$ cat config.mk
export PLATFORM = sky130hd
export DESIGN_NAME = insn_stream_gen
export DESIGN_NICKNAME = d
export VERILOG_FILES = /design/src/rtl/insn_gen_pkg.sv /design/src/rtl/insn_gen_lfsr.sv /design/src/rtl/insn_gen_mutate.sv /design/src/rtl/insn_gen_seq.sv /design/src/rtl/insn_stream_gen.sv
export SDC_FILE = /design/constraint.sdc
export NUM_CORES = 1
export LEC_CHECK = 0
export ABC_AREA = 1
export BUFFER_PORTS_ARGS = -buffer_cell sky130_fd_sc_hd__buf_2
export CORE_MARGIN = 5
export CORE_UTILIZATION = 55
export CTS_CLUSTER_DIAMETER = 80
export CTS_CLUSTER_SIZE = 10
export DETAILED_ROUTE_END_ITERATION = 7
export MAX_ROUTING_LAYER = met4
export PLACE_DENSITY = 0.75
export SLEW_MARGIN = 20
export SYNTH_ARGS = -nofsm -noshare
export SYNTH_HDL_FRONTEND = slang
export SYNTH_SLANG_ARGS = --single-unit
$ cat constraint.sdc
create_clock -name clk -period 10.4 [get_ports clk]
set_clock_uncertainty 0.1 [all_clocks]
set_input_delay 2.08 -clock clk [delete_from_list [all_inputs] [get_ports clk]]
set_output_delay 2.08 -clock clk [all_outputs]
set_load 0.02 [all_outputs]
$ cat src/rtl/insn_gen_pkg.sv
package insn_gen_pkg;

  localparam int NUM_OPC = 11;

  localparam logic [6:0] OPC_LUI    = 7'b0110111;
  localparam logic [6:0] OPC_AUIPC  = 7'b0010111;
  localparam logic [6:0] OPC_JAL    = 7'b1101111;
  localparam logic [6:0] OPC_JALR   = 7'b1100111;
  localparam logic [6:0] OPC_BRANCH = 7'b1100011;
  localparam logic [6:0] OPC_LOAD   = 7'b0000011;
  localparam logic [6:0] OPC_STORE  = 7'b0100011;
  localparam logic [6:0] OPC_OPIMM  = 7'b0010011;
  localparam logic [6:0] OPC_OP     = 7'b0110011;
  localparam logic [6:0] OPC_FENCE  = 7'b0001111;
  localparam logic [6:0] OPC_SYSTEM = 7'b1110011;

  typedef enum logic [2:0] {
    ST_ROLL, ST_SEQ, ST_RAW, ST_INJ, ST_MUT, ST_SHOW
  } gen_state_e;

  typedef enum logic [1:0] {
    SQ_CONST = 2'd0, SQ_CHAIN = 2'd1, SQ_CSR = 2'd2, SQ_NONE = 2'd3
  } seq_kind_e;

  function automatic logic [6:0] opcode_at(input logic [3:0] idx);
    case (idx)
      4'd0:    return OPC_LUI;
      4'd1:    return OPC_AUIPC;
      4'd2:    return OPC_JAL;
      4'd3:    return OPC_JALR;
      4'd4:    return OPC_BRANCH;
      4'd5:    return OPC_LOAD;
      4'd6:    return OPC_STORE;
      4'd7:    return OPC_OPIMM;
      4'd8:    return OPC_OP;
      4'd9:    return OPC_FENCE;
      default: return OPC_SYSTEM;
    endcase
  endfunction

  function automatic logic opcode_legal(input logic [6:0] opc);
    for (int k = 0; k < NUM_OPC; k++)
      if (opcode_at(4'(k)) == opc) return 1'b1;
    return 1'b0;
  endfunction

  // Machine-level CSR addresses the mutation and CSR template draw from
  function automatic logic [11:0] csr_at(input logic [2:0] idx);
    case (idx)
      3'd0:    return 12'h300;
      3'd1:    return 12'h301;
      3'd2:    return 12'h304;
      3'd3:    return 12'h305;
      3'd4:    return 12'h340;
      3'd5:    return 12'h341;
      3'd6:    return 12'h342;
      default: return 12'h343;
    endcase
  endfunction

  function automatic logic [4:0] nonzero_reg(input logic [4:0] r);
    return (r == 5'd0) ? 5'd1 : r;
  endfunction

endpackage

$ cat src/rtl/insn_gen_lfsr.sv
module insn_gen_lfsr #(
  parameter int           W          = 32,
  parameter int           STEPS      = 32,
  parameter logic [W-1:0] TAPS       = W'(32'h80200003),
  parameter logic [W-1:0] RESET_SEED = W'(32'h1D872B41)
) (
  input  logic         clk,
  input  logic         rst_n,
  input  logic         load_i,
  input  logic [W-1:0] seed_i,
  input  logic         adv_i,
  output logic [W-1:0] state_o
);

  logic [W-1:0] state_q;

  // Several Galois shifts per draw so consecutive draws share few bits
  function automatic logic [W-1:0] leap(input logic [W-1:0] s);
    logic [W-1:0] v;
    v = s;
    for (int k = 0; k < STEPS; k++)
      v = v[0] ? ((v >> 1) ^ TAPS) : (v >> 1);
    return v;
  endfunction

  always_ff @(posedge clk or negedge rst_n) begin
    if (!rst_n)      state_q <= RESET_SEED;
    else if (load_i) state_q <= (seed_i == '0) ? RESET_SEED : seed_i;
    else if (adv_i)  state_q <= leap(state_q);
  end

  assign state_o = state_q;

endmodule

$ cat src/rtl/insn_gen_mutate.sv
module insn_gen_mutate
  import insn_gen_pkg::*;
(
  input  logic [31:0] word_i,
  input  logic [2:0]  rule_i,
  input  logic [2:0]  pick_i,
  output logic [31:0] word_o,
  output logic        reject_o
);

  logic       split_imm;
  logic       upper_imm;
  logic [19:0] special;

  // Special immediates for a 12-bit or 20-bit field
  function automatic logic [19:0] edge_val(input logic [2:0] sel, input logic wide);
    logic [19:0] msb;
    msb = wide ? 20'h80000 : 20'h00800;
    case (sel)
      3'd0:    return msb;
      3'd1:    return (msb << 1) - 20'd1;
      3'd2:    return 20'd0;
      3'd3:    return 20'd1;
      default: return msb - 20'd1;
    endcase
  endfunction

  always_comb begin
    split_imm = (word_i[6:0] == OPC_STORE) || (word_i[6:0] == OPC_BRANCH);
    upper_imm = (word_i[6:0] == OPC_LUI) || (word_i[6:0] == OPC_AUIPC) ||
                (word_i[6:0] == OPC_JAL);
    special   = edge_val(pick_i, upper_imm);
  end

  always_comb begin
    word_o   = word_i;
    reject_o = 1'b0;
    case (rule_i)
      3'd0: begin
        if (pick_i > 3'd4) reject_o = 1'b1;
        else if (upper_imm) word_o[31:12] = special;
        else if (split_imm) begin
          word_o[31:25] = special[11:5];
          word_o[11:7]  = special[4:0];
        end else word_o[31:20] = special[11:0];
      end
      3'd1: word_o[11:7]  = 5'd0;
      3'd2: word_o[11:7]  = word_i[19:15];
      3'd3: word_o[11:7]  = word_i[24:20];
      3'd4: word_o[19:15] = word_i[24:20];
      3'd5: word_o[31:20] = csr_at(pick_i);
      default: reject_o = 1'b1;
    endcase
  end

endmodule

$ cat src/rtl/insn_gen_seq.sv
module insn_gen_seq
  import insn_gen_pkg::*;
#(
  parameter int CHAIN_LEN = 4
) (
  input  logic        clk,
  input  logic        rst_n,
  input  logic        clear_i,
  input  logic        start_i,
  input  seq_kind_e   kind_i,
  input  logic [4:0]  rd_i,
  input  logic        emit_i,
  input  logic [31:0] rnd_i,
  output logic        active_o,
  output logic [31:0] word_o
);

  localparam int IW = $clog2(CHAIN_LEN + 1);

  seq_kind_e   kind_q;
  logic [IW-1:0] idx_q;
  logic [IW-1:0] last_idx;
  logic [4:0]  base_rd_q;
  logic [4:0]  link_rd_q;
  logic [11:0] lo_q;
  logic [19:0] upper;
  logic [6:0]  f7;
  logic [2:0]  f3;
  logic [2:0]  csr_f3;

  always_comb begin
    case (rnd_i[27:25])
      3'd0: begin f7 = 7'h00; f3 = 3'b000; end
      3'd1: begin f7 = 7'h20; f3 = 3'b000; end
      3'd2: begin f7 = 7'h00; f3 = 3'b001; end
      3'd3: begin f7 = 7'h00; f3 = 3'b100; end
      3'd4: begin f7 = 7'h00; f3 = 3'b101; end
      3'd5: begin f7 = 7'h20; f3 = 3'b101; end
      3'd6: begin f7 = 7'h00; f3 = 3'b110; end
      default: begin f7 = 7'h00; f3 = 3'b111; end
    endcase
    csr_f3 = rnd_i[14:12];
    if (csr_f3[1:0] == 2'b00) csr_f3[0] = 1'b1;
    // LUI part rounds up when the low half will sign-extend negative
    upper    = rnd_i[31:12] + {19'd0, rnd_i[11]};
    last_idx = (kind_q == SQ_CHAIN) ? IW'(CHAIN_LEN - 1) : IW'(1);
  end

  always_comb begin
    word_o = '0;
    case (kind_q)
      SQ_CONST:
        word_o = (idx_q == '0) ? {upper, base_rd_q, OPC_LUI}
                               : {lo_q, base_rd_q, 3'b000, base_rd_q, OPC_OPIMM};
      SQ_CHAIN:
        word_o = {f7, rnd_i[24:20], (idx_q == '0) ? rnd_i[19:15] : link_rd_q,
                  f3, nonzero_reg(rnd_i[11:7]), OPC_OP};
      SQ_CSR:
        word_o = (idx_q == '0)
               ? {csr_at(rnd_i[22:20]), rnd_i[19:15], csr_f3, base_rd_q, OPC_SYSTEM}
               : {12'h000, base_rd_q, 3'b000, nonzero_reg(rnd_i[11:7]), OPC_OPIMM};
      default: word_o = '0;
    endcase
  end

  always_ff @(posedge clk or negedge rst_n) begin
    if (!rst_n) begin
      kind_q    <= SQ_NONE;
      idx_q     <= '0;
      base_rd_q <= 5'd1;
      link_rd_q <= 5'd1;
      lo_q      <= '0;
    end else if (clear_i) begin
      kind_q <= SQ_NONE;
      idx_q  <= '0;
    end else if (start_i) begin
      kind_q    <= kind_i;
      idx_q     <= '0;
      base_rd_q <= nonzero_reg(rd_i);
    end else if (emit_i && kind_q != SQ_NONE) begin
      link_rd_q <= word_o[11:7];
      lo_q      <= rnd_i[11:0];
      if (idx_q == last_idx) begin
        kind_q <= SQ_NONE;
        idx_q  <= '0;
      end else begin
        idx_q <= idx_q + IW'(1);
      end
    end
  end

  assign active_o = (kind_q != SQ_NONE);

endmodule

$ cat src/rtl/insn_stream_gen.sv
module insn_stream_gen
  import insn_gen_pkg::*;
#(
  parameter int          SEQ_PCT      = 1,
  parameter int          INJ_PCT      = 98,
  parameter int          MUT_PCT      = 20,
  parameter int          CHAIN_LEN    = 4,
  parameter logic [31:0] DEFAULT_SEED = 32'h1D872B41
) (
  input  logic        clk,
  input  logic        rst_n,
  input  logic        seed_load_i,
  input  logic [31:0] seed_i,
  output logic        insn_valid_o,
  input  logic        insn_ready_i,
  output logic [31:0] insn_o
);

  localparam logic [6:0] SEQ_TH = 7'(SEQ_PCT);
  localparam logic [6:0] INJ_TH = 7'(INJ_PCT);
  localparam logic [6:0] MUT_TH = 7'(MUT_PCT);
  localparam logic [6:0] PCT_LIMIT = 7'd100;

  gen_state_e  state_q, state_d;
  logic [31:0] word_q, word_d;
  logic [31:0] rnd;
  logic [6:0]  pct;
  logic        pct_ok;
  logic        seq_start, seq_emit, seq_active;
  logic [31:0] seq_word;
  logic [31:0] mut_word;
  logic        mut_reject;

  // Randomness advances only while a word is being built
  insn_gen_lfsr #(
    .W(32), .STEPS(32), .TAPS(32'h80200003), .RESET_SEED(DEFAULT_SEED)
  ) u_lfsr (
    .clk(clk), .rst_n(rst_n), .load_i(seed_load_i), .seed_i(seed_i),
    .adv_i(state_q != ST_SHOW), .state_o(rnd)
  );

  insn_gen_seq #(.CHAIN_LEN(CHAIN_LEN)) u_seq (
    .clk(clk), .rst_n(rst_n), .clear_i(seed_load_i), .start_i(seq_start),
    .kind_i(seq_kind_e'(rnd[8:7])), .rd_i(rnd[13:9]), .emit_i(seq_emit),
    .rnd_i(rnd), .active_o(seq_active), .word_o(seq_word)
  );

  insn_gen_mutate u_mut (
    .word_i(word_q), .rule_i(rnd[9:7]), .pick_i(rnd[13:11]),
    .word_o(mut_word), .reject_o(mut_reject)
  );

  assign pct    = rnd[6:0];
  assign pct_ok = pct < PCT_LIMIT;   // out-of-range draws are retried

  always_comb begin
    state_d   = state_q;
    word_d    = word_q;
    seq_start = 1'b0;
    seq_emit  = 1'b0;
    case (state_q)
      ST_ROLL: if (pct_ok) begin
        if (pct < SEQ_TH) begin
          if (rnd[8:7] != 2'd3) begin
            seq_start = 1'b1;
            state_d   = ST_SEQ;
          end
        end else state_d = ST_RAW;
      end
      ST_SEQ: begin
        seq_emit = 1'b1;
        word_d   = seq_word;
        state_d  = ST_SHOW;
      end
      ST_RAW: begin
        word_d  = rnd;
        state_d = ST_INJ;
      end
      ST_INJ: if (pct_ok) begin
        if (pct < INJ_TH) begin
          if (rnd[10:7] < 4'(NUM_OPC)) begin
            word_d  = {word_q[31:7], opcode_at(rnd[10:7])};
            state_d = ST_MUT;
          end
        end else state_d = ST_SHOW;
      end
      ST_MUT: if (pct_ok) begin
        if (pct < MUT_TH) begin
          if (!mut_reject) begin
            word_d  = mut_word;
            state_d = ST_SHOW;
          end
        end else state_d = ST_SHOW;
      end
      ST_SHOW: if (insn_ready_i) state_d = seq_active ? ST_SEQ : ST_ROLL;
      default: state_d = ST_ROLL;
    endcase
  end

  always_ff @(posedge clk or negedge rst_n) begin
    if (!rst_n) begin
      state_q <= ST_ROLL;
      word_q  <= '0;
    end else if (seed_load_i) begin
      state_q <= ST_ROLL;
    end else begin
      state_q <= state_d;
      word_q  <= word_d;
    end
  end

  assign insn_valid_o = (state_q == ST_SHOW);
  assign insn_o       = word_q;

endmodule

==> results.cfg <==
[yosys]
yosysSeqAreaShare_pct = 31.6
syn-num-nets = 1086
synth_top_area_cell = dfrtp_1
yosys_warnings = 0
synth_most_common_cell = nand2_1
synth_simple_gate_area_share_pct = 28.0
synth-main-ff-cell = dfrtp_1
synth_seq_cells = 94
synth_xor_area_share_pct = 7.72
synth_edf_count = 0
ys_types = 54
synthArstFlopShare_pct = 100
synthCells = 1040
postSynthAreaPerCell_um2 = 7.23
netlist_area_um2 = 7520
synth_common_cells = nand2_1 (160), inv_1 (118), o21ai_0 (113)
synthAdderAreaFrac_pct = 1.66
yosys-top-cells-area = dfrtp_1 (25%), nand2_1 (8.0%), o21ai_0 (7.5%)
synth_top_family_by_area = simple AND/OR/NAND/NOR gates
yosys.area.top_type_share_pct = 25.3
synth-compound-area-share_pct = 22.0
synthMuxAreaShare_pct = 0.299

[floorplanning]
rows = 42
die_area_um2 = 16100
start_util_pct = 56.3
fp.dieW_um = 127
core_area_um2 = 13300
ioPinCount = 69
dieHeight_um = 127

[routing]
vias = 7956
drc = 0
first_iter_violations = 1203
wirelength_um = 28000
viasPerCell = 6.29
wire_per_inst_um = 22.1
ant_nets = 0
dr.pass1.iters = 7

[timing]
finalHoldViolCount = 0
fin_setup_tns_ns = 0
rsz0062_at_grt = false
fmax_mhz = 201
period_minus_slack_ns = 4.97
worstMarginPinSlew_ns = 1.01
fin_crit_sh_pct = 47.8
max_slew_margin_pct = 32.7
setup_viol = 0
slew_violations = 0

[finish]
fillers = 1262
final_nets = 1130
seqCellArea_um2 = 2370
drive_above_1_share_pct = 17.9
multiInputGateArea_um2 = 4490
synthToLayoutAreaGrowth_pct = 10.5
num_antenna_cells = 0

[clock_network]
post_cts_resized = 0
clockBufferDepth = 2
clk_latency_ns = 0.36
cts_buffers = 9
root_buffer = clkbuf_16
cts_tree = done
clk_pin_slew_ns = 0.07
cts_hold_buf = 0
cts_sinks = 94
cts_max_level = 3
cts_setup_buffers = 0

[setup_path]
cp_max_fo = 7
cp.required_ns = 10.59
cpMaxStageDelayCell = dfrtp_1
r2r_slack_ns = 5.43
end_kind = flip-flop
crit_type = reg2reg
arrival_ns = 5.16
slowest_delay_ns = 0.42
r2r_end = u_lfsr.state_o[20]$_DFFE_PN0P_
timing.rr.start = u_lfsr.state_o[2]$_DFFE_PN0P_
crit_family = simple AND/OR/NAND/NOR gates
reg2reg_depth = 37
critPathLaunchType = flip-flop
critPathBufInv = 3

[grt]
grt_use_total_pct = 35.9
grt_pass1_vias = 7451
antenna_found_initial = 0
grt_max_degree = 62
grt_pass1_wl_um = 43200
overflow = 0

[min_path]
holdPathStages = 2
hp-start = u_seq.lo_q[2]$_DFFE_PN0P_
whs_endpoint = u_seq.lo_q[2]$_DFFE_PN0P_
hold_path.class = reg2reg

[status]
status = finished clean

[placed_design]
post-dp-hpwl_um = 21200
gp_congestion = 1.07
io_buffer_count = 68

[job]
drv_cap = 0
state kept, by name, indices dropped and copies added, names as in the netlist:
| signal | count |
|---|---|
| u_seq.base_rd_q | 5 |
| u_seq.lo_q | 12 |
| u_seq.kind_q | 2 |
| u_lfsr.state_o | 32 |
| u_seq.idx_q | 3 |
| state_q | 3 |
| u_seq.link_rd_q | 5 |
| insn_o | 32 |
per-layer routing:
layer | track usage, % | wire [µm]
met5 | - | 0
met4 | 20.1 | 1610
met3 | 5.25 | 2820
met2 | 53.5 | 12400
met1 | 46.9 | 11100
area by class of cell:
| class | instances | share of cell area (%) |
|---|---|---|
| clock buffer | 12 | 3.21 |
| sequential | 94 | 28.6 |
| inverter | 127 | 5.73 |
| tap | 176 | 2.65 |
| clock inverter | 4 | 0.933 |
| multi-input combinational | 775 | 54.0 |
| timing repair buffer | 77 | 4.91 |
worst register-to-register path: cells and delay by family (launching register included):
family                   cells  cell delay [ns]
flip-flops                   1             0.42
adder cells (fa/ha/maj)      1             0.35
buffers and inverters        3             0.36
AND/OR/NAND/NOR             30             2.95
XOR/XNOR                     2             0.62
AO/OA/AOI/OAI                1             0.12
logic make-up after synthesis:
logic type                 Yosys count
adders and majority gates           10
AOI/OAI and AO/OA                  278
xor gates and xnor gates            54
buffers and inverters              171
and+or+nand+nor                    431
DFF                                 94
muxes                                2
layout by cell type (no fill, tap or decap), types with 6 or more instances in the layout:
cell type    n
clkbuf_16    9
xor2_1      39
o221ai_1    12
ha_1        10
nor4_1      10
nand4_1      7
buf_4        9
nor2_1     101
nand2_1    160
dfstp_2     18
buf_2       68
o22ai_1      6
nand2_4     16
nand3_1     63
a221oi_1     8
a31oi_1     12
o21ai_0    113
a21oi_1     69
xnor2_1      7
inv_1      118
inv_2        6
nand2_2     34
nor3_1      13
dfrtp_1     76
a22oi_1     23
nand3_2     20
metrics by stage:
stage	setup WS, ns	std cells	cell area (µm²)	util, %	hold slack, ns
3_5_place_dp	5.54	1249	7970	59.7	0.384
3_3_place_gp	5.57	1248	7970	59.7	0.368
2_1_floorplan	6.06	1040	7520	-	0.337
6_report	5.43	1265	8310	62.3	0.403
4_1_cts	5.50	1265	8310	62.3	0.400
5_1_grt	5.04	1265	8310	62.3	0.416
how the worst max path moves through the flow:
stage                                  start                        endpoint  slack (ns)  depth (start not counted)
2_1_floorplan                    seed_load_i           insn_o[7]$_DFFE_PN0P_        6.06                          7
3_3_place_gp   u_lfsr.state_o[2]$_DFFE_PN0P_  u_lfsr.state_o[20]$_DFFE_PN0P_        5.57                         35
3_5_place_dp   u_lfsr.state_o[2]$_DFFE_PN0P_  u_lfsr.state_o[20]$_DFFE_PN0P_        5.54                         37
4_1_cts        u_lfsr.state_o[2]$_DFFE_PN0P_  u_lfsr.state_o[20]$_DFFE_PN0P_        5.50                         37
5_1_grt        u_lfsr.state_o[2]$_DFFE_PN0P_  u_lfsr.state_o[19]$_DFFE_PN0P_        5.04                         35
6_report       u_lfsr.state_o[2]$_DFFE_PN0P_  u_lfsr.state_o[20]$_DFFE_PN0P_        5.43                         37
Power is not shown: default switching activity piles up to over one toggle a cycle in this logic, so the estimate is an artifact.
